==> src/rtl/i2cRegPkg.sv <==
package i2cRegPkg;

  typedef struct packed {
    logic shiftIn;
    logic loadPtr;
    logic writeReg;
    logic incPtr;
    logic loadTx;
    logic shiftTx;
  } ctrlStb_t;

  typedef enum logic [2:0] {
    ST_IDLE,
    ST_ADDR,
    ST_PTR,
    ST_WDATA,
    ST_RDATA,
    ST_RACK,
    ST_IGNORE
  } busState_t;

endpackage

==> src/rtl/i2cRegCtrl.sv <==
module i2cRegCtrl
  import i2cRegPkg::*;
#(
  parameter int DATA_W = 8,
  parameter int STRAP_W = 3,
  parameter logic [DATA_W-STRAP_W-2:0] ADDR_HI = 4'b1001
) (
  input  logic               clk,
  input  logic               rstN,
  input  logic               scl,
  input  logic               sdaIn,
  input  logic [STRAP_W-1:0] addrStrap,
  input  logic [DATA_W-1:0]  rxByte,
  input  logic               txBit,
  output ctrlStb_t           stb,
  output logic               rxBit,
  output logic               sdaOe
);
  localparam int CNT_W = $clog2(DATA_W + 1);
  localparam logic [CNT_W-1:0] LAST_BIT = CNT_W'(DATA_W);

  logic sclMeta, sclS, sclQ, sdaMeta, sdaS, sdaQ;
  logic sclRise, sclFall, startDet, stopDet;
  busState_t state;
  logic [CNT_W-1:0] bitCnt;
  logic ackPhase, rdMore, receiving, addrHit, byteDone;

  always_ff @(posedge clk or negedge rstN) begin
    if (!rstN) begin
      {sclMeta, sclS, sclQ} <= 3'b111;
      {sdaMeta, sdaS, sdaQ} <= 3'b111;
    end else begin
      {sclMeta, sclS, sclQ} <= {scl, sclMeta, sclS};
      {sdaMeta, sdaS, sdaQ} <= {sdaIn, sdaMeta, sdaS};
    end
  end

  assign sclRise  = sclS & ~sclQ;
  assign sclFall  = ~sclS & sclQ;
  assign startDet = sclS & sclQ & sdaQ & ~sdaS;
  assign stopDet  = sclS & sclQ & ~sdaQ & sdaS;
  assign rxBit    = sdaS;

  assign receiving = (state == ST_ADDR) || (state == ST_PTR) || (state == ST_WDATA);
  assign addrHit   = rxByte[DATA_W-1:1] == {ADDR_HI, addrStrap};
  assign byteDone  = bitCnt == LAST_BIT;

  always_comb begin
    stb = '0;
    if (!startDet && !stopDet) begin
      if (receiving && sclRise && !byteDone) stb.shiftIn = 1'b1;
      if (sclFall && byteDone && !ackPhase) begin
        if (state == ST_PTR) stb.loadPtr = 1'b1;
        if (state == ST_WDATA) begin
          stb.writeReg = 1'b1;
          stb.incPtr   = 1'b1;
        end
      end
      if (state == ST_ADDR && sclFall && ackPhase && rxByte[0]) stb.loadTx = 1'b1;
      if (state == ST_RDATA && sclFall && !byteDone) stb.shiftTx = 1'b1;
      if (state == ST_RACK && sclRise && !sdaS) stb.incPtr = 1'b1;
      if (state == ST_RACK && sclFall && rdMore) stb.loadTx = 1'b1;
    end
  end

  always_ff @(posedge clk or negedge rstN) begin
    if (!rstN) begin
      state    <= ST_IDLE;
      bitCnt   <= '0;
      ackPhase <= 1'b0;
      rdMore   <= 1'b0;
    end else if (startDet) begin
      state    <= ST_ADDR;
      bitCnt   <= '0;
      ackPhase <= 1'b0;
    end else if (stopDet) begin
      state    <= ST_IDLE;
      bitCnt   <= '0;
      ackPhase <= 1'b0;
    end else begin
      case (state)
        ST_ADDR, ST_PTR, ST_WDATA: begin
          if (sclRise && !byteDone) bitCnt <= bitCnt + 1'b1;
          if (sclFall && byteDone) begin
            if (!ackPhase) begin
              if (state == ST_ADDR && !addrHit) begin
                state  <= ST_IGNORE;
                bitCnt <= '0;
              end else begin
                ackPhase <= 1'b1;
              end
            end else begin
              ackPhase <= 1'b0;
              bitCnt   <= '0;
              if (state == ST_ADDR) state <= rxByte[0] ? ST_RDATA : ST_PTR;
              else state <= ST_WDATA;
            end
          end
        end
        ST_RDATA: begin
          if (sclRise && !byteDone) bitCnt <= bitCnt + 1'b1;
          if (sclFall && byteDone) begin
            state  <= ST_RACK;
            bitCnt <= '0;
          end
        end
        ST_RACK: begin
          if (sclRise) rdMore <= ~sdaS;
          if (sclFall) state <= rdMore ? ST_RDATA : ST_IGNORE;
        end
        default: ;
      endcase
    end
  end

  assign sdaOe = (receiving & ackPhase) | ((state == ST_RDATA) & ~txBit);

endmodule

==> src/rtl/i2cRegData.sv <==
module i2cRegData
  import i2cRegPkg::*;
#(
  parameter int DATA_W = 8,
  parameter int REG_DEPTH = 64
) (
  input  logic              clk,
  input  logic              rstN,
  input  ctrlStb_t          stb,
  input  logic              rxBit,
  output logic [DATA_W-1:0] rxByte,
  output logic              txBit,
  output logic [DATA_W-1:0] ptrOut
);
  localparam int IDX_W = $clog2(REG_DEPTH);

  logic [DATA_W-1:0] regFile [REG_DEPTH];
  logic [DATA_W-1:0] ptr, txShift;
  logic [IDX_W-1:0]  idx;

  assign idx    = ptr[IDX_W-1:0];
  assign txBit  = txShift[DATA_W-1];
  assign ptrOut = ptr;

  always_ff @(posedge clk or negedge rstN) begin
    if (!rstN) begin
      rxByte  <= '0;
      ptr     <= '0;
      txShift <= '0;
    end else begin
      if (stb.shiftIn) rxByte <= {rxByte[DATA_W-2:0], rxBit};
      if (stb.loadPtr) ptr <= rxByte;
      else if (stb.incPtr) ptr <= (&idx) ? '0 : ptr + 1'b1;
      if (stb.loadTx) txShift <= regFile[idx];
      else if (stb.shiftTx) txShift <= {txShift[DATA_W-2:0], 1'b0};
    end
  end

  for (genvar g = 0; g < REG_DEPTH; g++) begin : g_reg
    always_ff @(posedge clk or negedge rstN) begin
      if (!rstN) regFile[g] <= '0;
      else if (stb.writeReg && idx == IDX_W'(g)) regFile[g] <= rxByte;
    end
  end

endmodule

==> src/rtl/i2cRegTarget.sv <==
module i2cRegTarget
  import i2cRegPkg::*;
#(
  parameter int DATA_W = 8,
  parameter int REG_DEPTH = 64,
  parameter int STRAP_W = 3
) (
  input  logic               clk,
  input  logic               rstN,
  input  logic               scl,
  input  logic               sdaIn,
  input  logic [STRAP_W-1:0] addrStrap,
  output logic               sdaOe
);
  ctrlStb_t          stb;
  logic [DATA_W-1:0] rxByte, ptrQ;
  logic              rxBit, txBit;

  i2cRegCtrl #(.DATA_W(DATA_W), .STRAP_W(STRAP_W)) u_ctrl (
    .clk(clk), .rstN(rstN), .scl(scl), .sdaIn(sdaIn), .addrStrap(addrStrap),
    .rxByte(rxByte), .txBit(txBit), .stb(stb), .rxBit(rxBit), .sdaOe(sdaOe)
  );

  i2cRegData #(.DATA_W(DATA_W), .REG_DEPTH(REG_DEPTH)) u_data (
    .clk(clk), .rstN(rstN), .stb(stb), .rxBit(rxBit),
    .rxByte(rxByte), .txBit(txBit), .ptrOut(ptrQ)
  );

endmodule

==> config.mk <==
export PLATFORM = sky130hd
export DESIGN_NAME = i2cRegTarget
export DESIGN_NICKNAME = d
export VERILOG_FILES = /design/src/rtl/i2cRegPkg.sv /design/src/rtl/i2cRegCtrl.sv /design/src/rtl/i2cRegData.sv /design/src/rtl/i2cRegTarget.sv
export SDC_FILE = /design/constraint.sdc
export NUM_CORES = 1
export LEC_CHECK = 0
export ABC_AREA = 1
export BUFFER_PORTS_ARGS = -buffer_cell sky130_fd_sc_hd__clkbuf_2
export CORE_MARGIN = 3
export CORE_UTILIZATION = 55
export CTS_CLUSTER_SIZE = 12
export DETAILED_ROUTE_END_ITERATION = 12
export PLACE_DENSITY = 0.73
export SYNTH_ARGS = -nofsm -noshare
export SYNTH_HDL_FRONTEND = slang
export SYNTH_SLANG_ARGS = --single-unit
==> constraint.sdc <==
create_clock -name clk -period 2.72 [get_ports clk]
set_input_delay 0.408 -clock clk [delete_from_list [all_inputs] [get_ports clk]]
set_output_delay 0.408 -clock clk [all_outputs]
set_load 0.02 [all_outputs]
======== Word-level counts from Yosys, hierarchy flattened ========
Index checks and enable logic that the tools add are counted.
cells by class
  $add $sub $neg .......................... 2
  $mul .................................... 0
  div/mod/pow operators ................... 0
  order comparisons ....................... 1
  equality and inequality tests ........... 74
  shift operators ......................... 0
  multiplexer cells ....................... 42
  bitwise operators ....................... 18
  reduce and logical (&&, ||, !) cells .... 100
operator list
  cell                                                       count
  equality test 6 bit (second input constant)                32
  equality test 6 x 5 -> 1 bit (second input constant)       16
  logical AND 1 bit                                          80
  2-to-1 mux 8 bit                                           7
  binary-select mux 8 bit (select 6 bit)                     1
  equality test 6 x 4 -> 1 bit (second input constant)       8
  2-to-1 mux 3 bit                                           10
  2-to-1 mux 4 bit                                           7
  equality test 6 x 3 -> 1 bit (second input constant)       4
  equality test 6 x 2 -> 1 bit (second input constant)       2
  2-to-1 mux 1 bit                                           12
  != test 4 x 1 -> 1 bit (second input constant)             3
  bitwise AND 1 bit                                          9
  one-hot mux 3 bit (3 select lines)                         1
  adder 8 x 1 -> 8 bit (second input constant)               1
  one-hot mux 4 bit (2 select lines)                         1
  equality test 7 bit                                        1
  greater-or-equal comparator 7 bit (second input constant)  1
  inverter 1 bit                                             7
  inverter 6 -> 7 bit                                        1
  equality test 3 x 2 -> 1 bit (second input constant)       2
  equality test 3 bit (second input constant)                2
  equality test 6 x 1 -> 1 bit (second input constant)       1
  zero test 1 bit                                            6
  other kinds (18)                                           22
storage, ports and cells
  register bits ........................... 551
  latch bits .............................. 0
  memory bits (writable) .................. 0
  memory bits (read-only) ................. 0
  input port bits ......................... 7
  output and inout bits ................... 1
  logic and storage cells ................. 314
  memories ................................ 0

======== Logic depth before layout (Yosys ltp) ========
  word-level depth ........................ 10
  depth in mapped cells ................... 14

======== Cells and area by module ========
From an unflattened synthesis, not the netlist that was laid out.
unflattened totals
  cell total of the unflattened synthesis .. 3782
  area, all modules ....................... 27861.7 um^2
modules (own cells, without submodules)
  module      times used  cells each  area each (um^2)  sequential area each (um^2)
  i2cRegData  1           3634        26828.2           13412.9
  i2cRegCtrl  1           148         1033.5            382.9

======== Least setup slack after synthesis ========
OpenSTA, ideal clock, no wires.
  path kind ............................... register to register
  start ................................... reg u_data.ptr[0] (netlist: u_data.ptrOut[0])
  end ..................................... reg u_data.regFile[430] (netlist bit)
  arrival time ............................ 2429 ps
  data required time ...................... 2590 ps
  slack ................................... 161 ps
  stages on the path, launching flop included .. 13
  path buffers ............................ 5
  period minus slack after synthesis ...... 2559 ps
  cells stage by stage .................... dfrtp_1 clkbuf_1 inv_2 clkbuf_1 clkbuf_1 ha_1 clkbuf_1 inv_1 nor2_1 nand2_1 clkbuf_1 nand2_1 o21ai_1
between the ends
  word-level cells in the longest chain between the ends .. 2
ends and longest elaborated chain
  item                           line              source
  start, declared                i2cRegData.sv:18  logic [DATA_W-1:0] ptr, txShift;
  start signal, assigned         i2cRegData.sv:32  if (stb.loadPtr) ptr <= rxByte;
  start signal, assigned         i2cRegData.sv:33  else if (stb.incPtr) ptr <= (&idx) ? '0 : ptr + 1'b1;
  equality test 6 x 4 -> 1 bit   i2cRegData.sv:42  else if (stb.writeReg && idx == IDX_W'(g)) regFile[g] <= rxByte;
  logical AND 1 bit              i2cRegData.sv:42
  end signal, assigned by index  i2cRegData.sv:42
  end, declared                  i2cRegData.sv:17  logic [DATA_W-1:0] regFile [REG_DEPTH];
Every way passes these cells.
A chain may end at the register's enable or synchronous reset.

======== Worst setup path after layout ========
  start ................................... reg u_ctrl.state[0]
  end ..................................... out sdaOe
between the ends
  word-level cells in the longest chain between the ends .. 5
  elaborated cells between the ends (all ways) .. 9
  classes of those cells .................. eq/ne: 4; bitwise: 3; reduce/logical: 2
ends and longest elaborated chain
  item                                                                          line                source
  start, declared                                                               i2cRegCtrl.sv:24    busState_t state;
  start signal, assigned                                                        i2cRegCtrl.sv:95    if (state == ST_ADDR) state <= rxByte[0] ? ST_RDATA : ST_PTR;
  start signal, assigned                                                        i2cRegCtrl.sv:109   if (sclFall) state <= rdMore ? ST_RDATA : ST_IGNORE;
  equality test 3 x 1 -> 1 bit or equality test 3 x 2 -> 1 bit (tied branches)  i2cRegCtrl.sv:44    assign receiving = (state == ST_ADDR) || (state == ST_PTR) || (state == ST_WDATA);
  logical OR 1 bit (2 in series)                                                i2cRegCtrl.sv:44
  bitwise AND 1 bit                                                             i2cRegCtrl.sv:116   assign sdaOe = (receiving & ackPhase) | ((state == ST_RDATA) & ~txBit);
  bitwise OR 1 bit *                                                            i2cRegCtrl.sv:116
  end, declared                                                                 i2cRegTarget.sv:13  output logic sdaOe
Mark *: on every way between the ends. The rest lies on a longest branch, timed or not.

==> run_results.csv <==
group,metric,value,unit
final_layout,synthToLayoutAreaGrowth,10.7,%
floorplan,die_area,50200,um^2
synthesis,syn_nets,3515,
final_layout,final_layout_size_suffix_gt1_share,6.88,%
critical_path,cp-start-kind,"register",
sta,fin_setup_tns,0,ns
clock_network,cts_tree,"done",
final_layout,layout.cells.non_filler,4097,
drt,met1Wirelength,31.5,mm
critical_path,worstPathRequired,2.31,ns
floorplan,num_rows,79,
synthesis,netlist-cell-type-count,31,
final_layout,num-nets-final,3463,
clock_network,clock_sinks,549,
place,dp_cells,3993,
sta,setup_ws,0.0852,ns
clock_network,clock_path_buffers,3,
power,ir_worst_vdd,0.626,mV
drt,vias_per_cell,5.67,
power,total_power,0.0238,W
clock_network,htree_levels,2,
drt,ant_nets,0,
sta,hold_ws,0.319,ns
drt,top_layer_used,"met5",
synthesis,ys_warn_count,0,
sta,worstMarginPinSlew,0.906,ns
drt,wl_met2,32.8,mm
synthesis,syn_area,26200,um^2
floorplan,core,46800,um^2
place,gp_congestion,0.892,
global_route,grt.total_usage,29.1,%
drt,wl_met3,6.15,mm
global_route,grt_pass1_wl,117,mm
critical_path,path_class,"reg2out",
drt,drc,0,
synthesis,netlist.area_leader.share,51.9,%
sta,fin_crit_sh,96.9,%
drt,wl_per_cell,17.8,um
critical_path,cp.arrival,2.23,ns
run,maxCapViolations,0,
drt,num_vias,23200,
synthesis,syn-mean-instance-area,7.47,um^2
floorplan,die_h,224,um
sta,fin_crit,2.63,ns
sta,rsz0062_at_grt,"yes",
power,powerDensity,823,nW/um^2
clock_network,insertion_delay,0.62,ns
clock_network,clk_pin_slew,0.06,ns
synthesis,synthTopCellsByArea,"dfrtp_1 52%, nand2_1 20%, o21ai_0 12%",
global_route,grt_start_max_net_pins,79,
global_route,first_global_vias,21700,
min_path,hold_path.class,"in2reg",
sta,finalSetupViolCount,0,
final_layout,diodes,0,
drt,drtPass1Iterations,6,
global_route,overflow,0,
sta,maxSlewHeadroom,39.6,%
global_route,antenna_found_initial,1,
sta,skew,0.0291,ns
sta,slew_viol_final,0,
synthesis,synth-async-reset-ratio,100,%
floorplan,die-width,224,um
outcome,outcome,"completed",
drt,drt_iter0_drc,2618,
clock_network,cts_inserted_buffers,57,
sta,fmax,0.380,GHz
synthesis,netlist_instances,3502,
synthesis,synth_edf_count,0,
synthesis,yosysSeqAreaShare,52.5,%
critical_path,end_kind,"primary output",
synthesis,yosysTopAreaCell,"dfrtp_1",
place,place_hpwl,44.5,mm
synthesis,ys_ff_latch,549,
synthesis,synth_ff_type,"dfrtp_1",
floorplan,start_util,56.0,%
final_layout,fillers,4022,
place,dp_worst_setup_slack,0.158,ns
drt,wl,72.8,mm
floorplan,pin_count,8,
place,port-buffer-count,7,
clock_network,clockRootBuffer,"clkbuf_16",
sta,finalHoldViolations,0,
critical_path,path_max_fanout,6,
power,p_leak,13.8,nW
cell usage in the layout, fill, tap and decap left out, drive strengths merged:
cell	Yosys	final
a211oi	7	7
a21boi	2	2
a21oi	7	7
buf	31	114
bufinv	0	1
clkbuf	203	92
clkinv	1	10
dfrtp	543	543
dfstp	6	6
dlygate4sd3	0	3
ha	6	6
inv	272	275
nand2	1371	1371
nand3	163	163
nand4	34	34
nor2	189	189
nor3	5	5
o211ai	2	2
o21ai	651	651
o221ai	1	1
o22ai	2	2
o31ai	1	1
xor2	5	5
cell type report:
| class | instances | area, um^2 | area share, % |
|---|---|---|---|
| Sequential cell | 549 | 13800 | 47.5 |
| Multi-Input combinational cell | 2446 | 10500 | 36.3 |
| Clock buffer | 86 | 1660 | 5.71 |
| Timing Repair Buffer | 123 | 1160 | 4.01 |
| Inverter | 273 | 1030 | 3.57 |
| Tap cell | 607 | 759 | 2.62 |
| Clock inverter | 13 | 97.6 | 0.337 |
Yosys cell counts (all sizes together), types with 2 or more instances:
cell type  instances
ha                 6
a211oi             7
xor2               5
dfstp              6
nand4             34
o211ai             2
clkbuf           203
nor3               5
inv              272
nand2           1371
dfrtp            543
o21ai            651
a21oi              7
buf               31
o22ai              2
a21boi             2
nand3            163
nor2             189
final timing paths:
path	start	to	slack, ns	depth (start not counted)
min in group asynchronous	rstN	u_data.regFile[353]	0.42	2
max in group asynchronous	rstN	u_data.regFile[474]	1.35	3
min	addrStrap[1]	u_ctrl.ackPhase	0.32	8
min reg2reg	u_ctrl.sdaMeta	u_ctrl.rxBit	0.36	0
max reg2reg	u_data.ptrOut[0]	u_data.regFile[40]	0.09	7
max	u_ctrl.state[0]	sdaOe	0.09	5
cells by family after synthesis:
| family | share of synthesized area [%] |
|---|---|
| AND/OR/NAND/NOR | 26.6 |
| AO/OA/AOI/OAI | 13.0 |
| flip-flops | 52.5 |
| buffers and inverters | 7.35 |
| adder cells (fa/ha/maj) | 0.287 |
| XOR/XNOR | 0.167 |
sequential cells by signal, indices dropped and copies added, names as in the netlist, 3 cells and up:
register        flops
u_data.rxByte       8
u_ctrl.state        3
u_data.regFile    512
u_data.ptrOut       6
u_data.txShift      8
u_ctrl.bitCnt       4
layer usage:
metal,up-vias,GRT usage (%)
li1,10900,-
met1,11100,42.3
met2,1000,45.0
met3,135,4.43
met4,2,10.3
met5,-,0
worst max-delay path, cell delays in order, from the launching register on:
cell and delay, ns:
dfrtp_1 0.44, inv_1 0.16, a21oi_1 0.43, inv_1 0.13, o22ai_1 0.23, clkbuf_2 0.21
power breakdown:
part	switching (W)	internal, W	leakage [nW]	total [W]
logic	0.00568	0.00202	5.27	0.00770
clock network	0.00323	0.00426	0.871	0.00748
registers	0.000296	0.00837	7.63	0.00866
per-stage QoR:
step	instance area (um^2)	util, %
3_5_place_dp	27200	58.1
2_1_floorplan	26200	-
6_report	29000	62.0
5_1_grt	29000	62.0
4_1_cts	29000	61.9
3_3_place_gp	27200	58.1
timing repair:
action,in CTS,in global routing
gates resized for setup,0,3
endpoints found under the hold margin,63,0
setup buffers,0,2
endpoints found under the setup margin,0,41
hold buffers,3,0
Note: power is estimated with default switching activity, not from simulation.
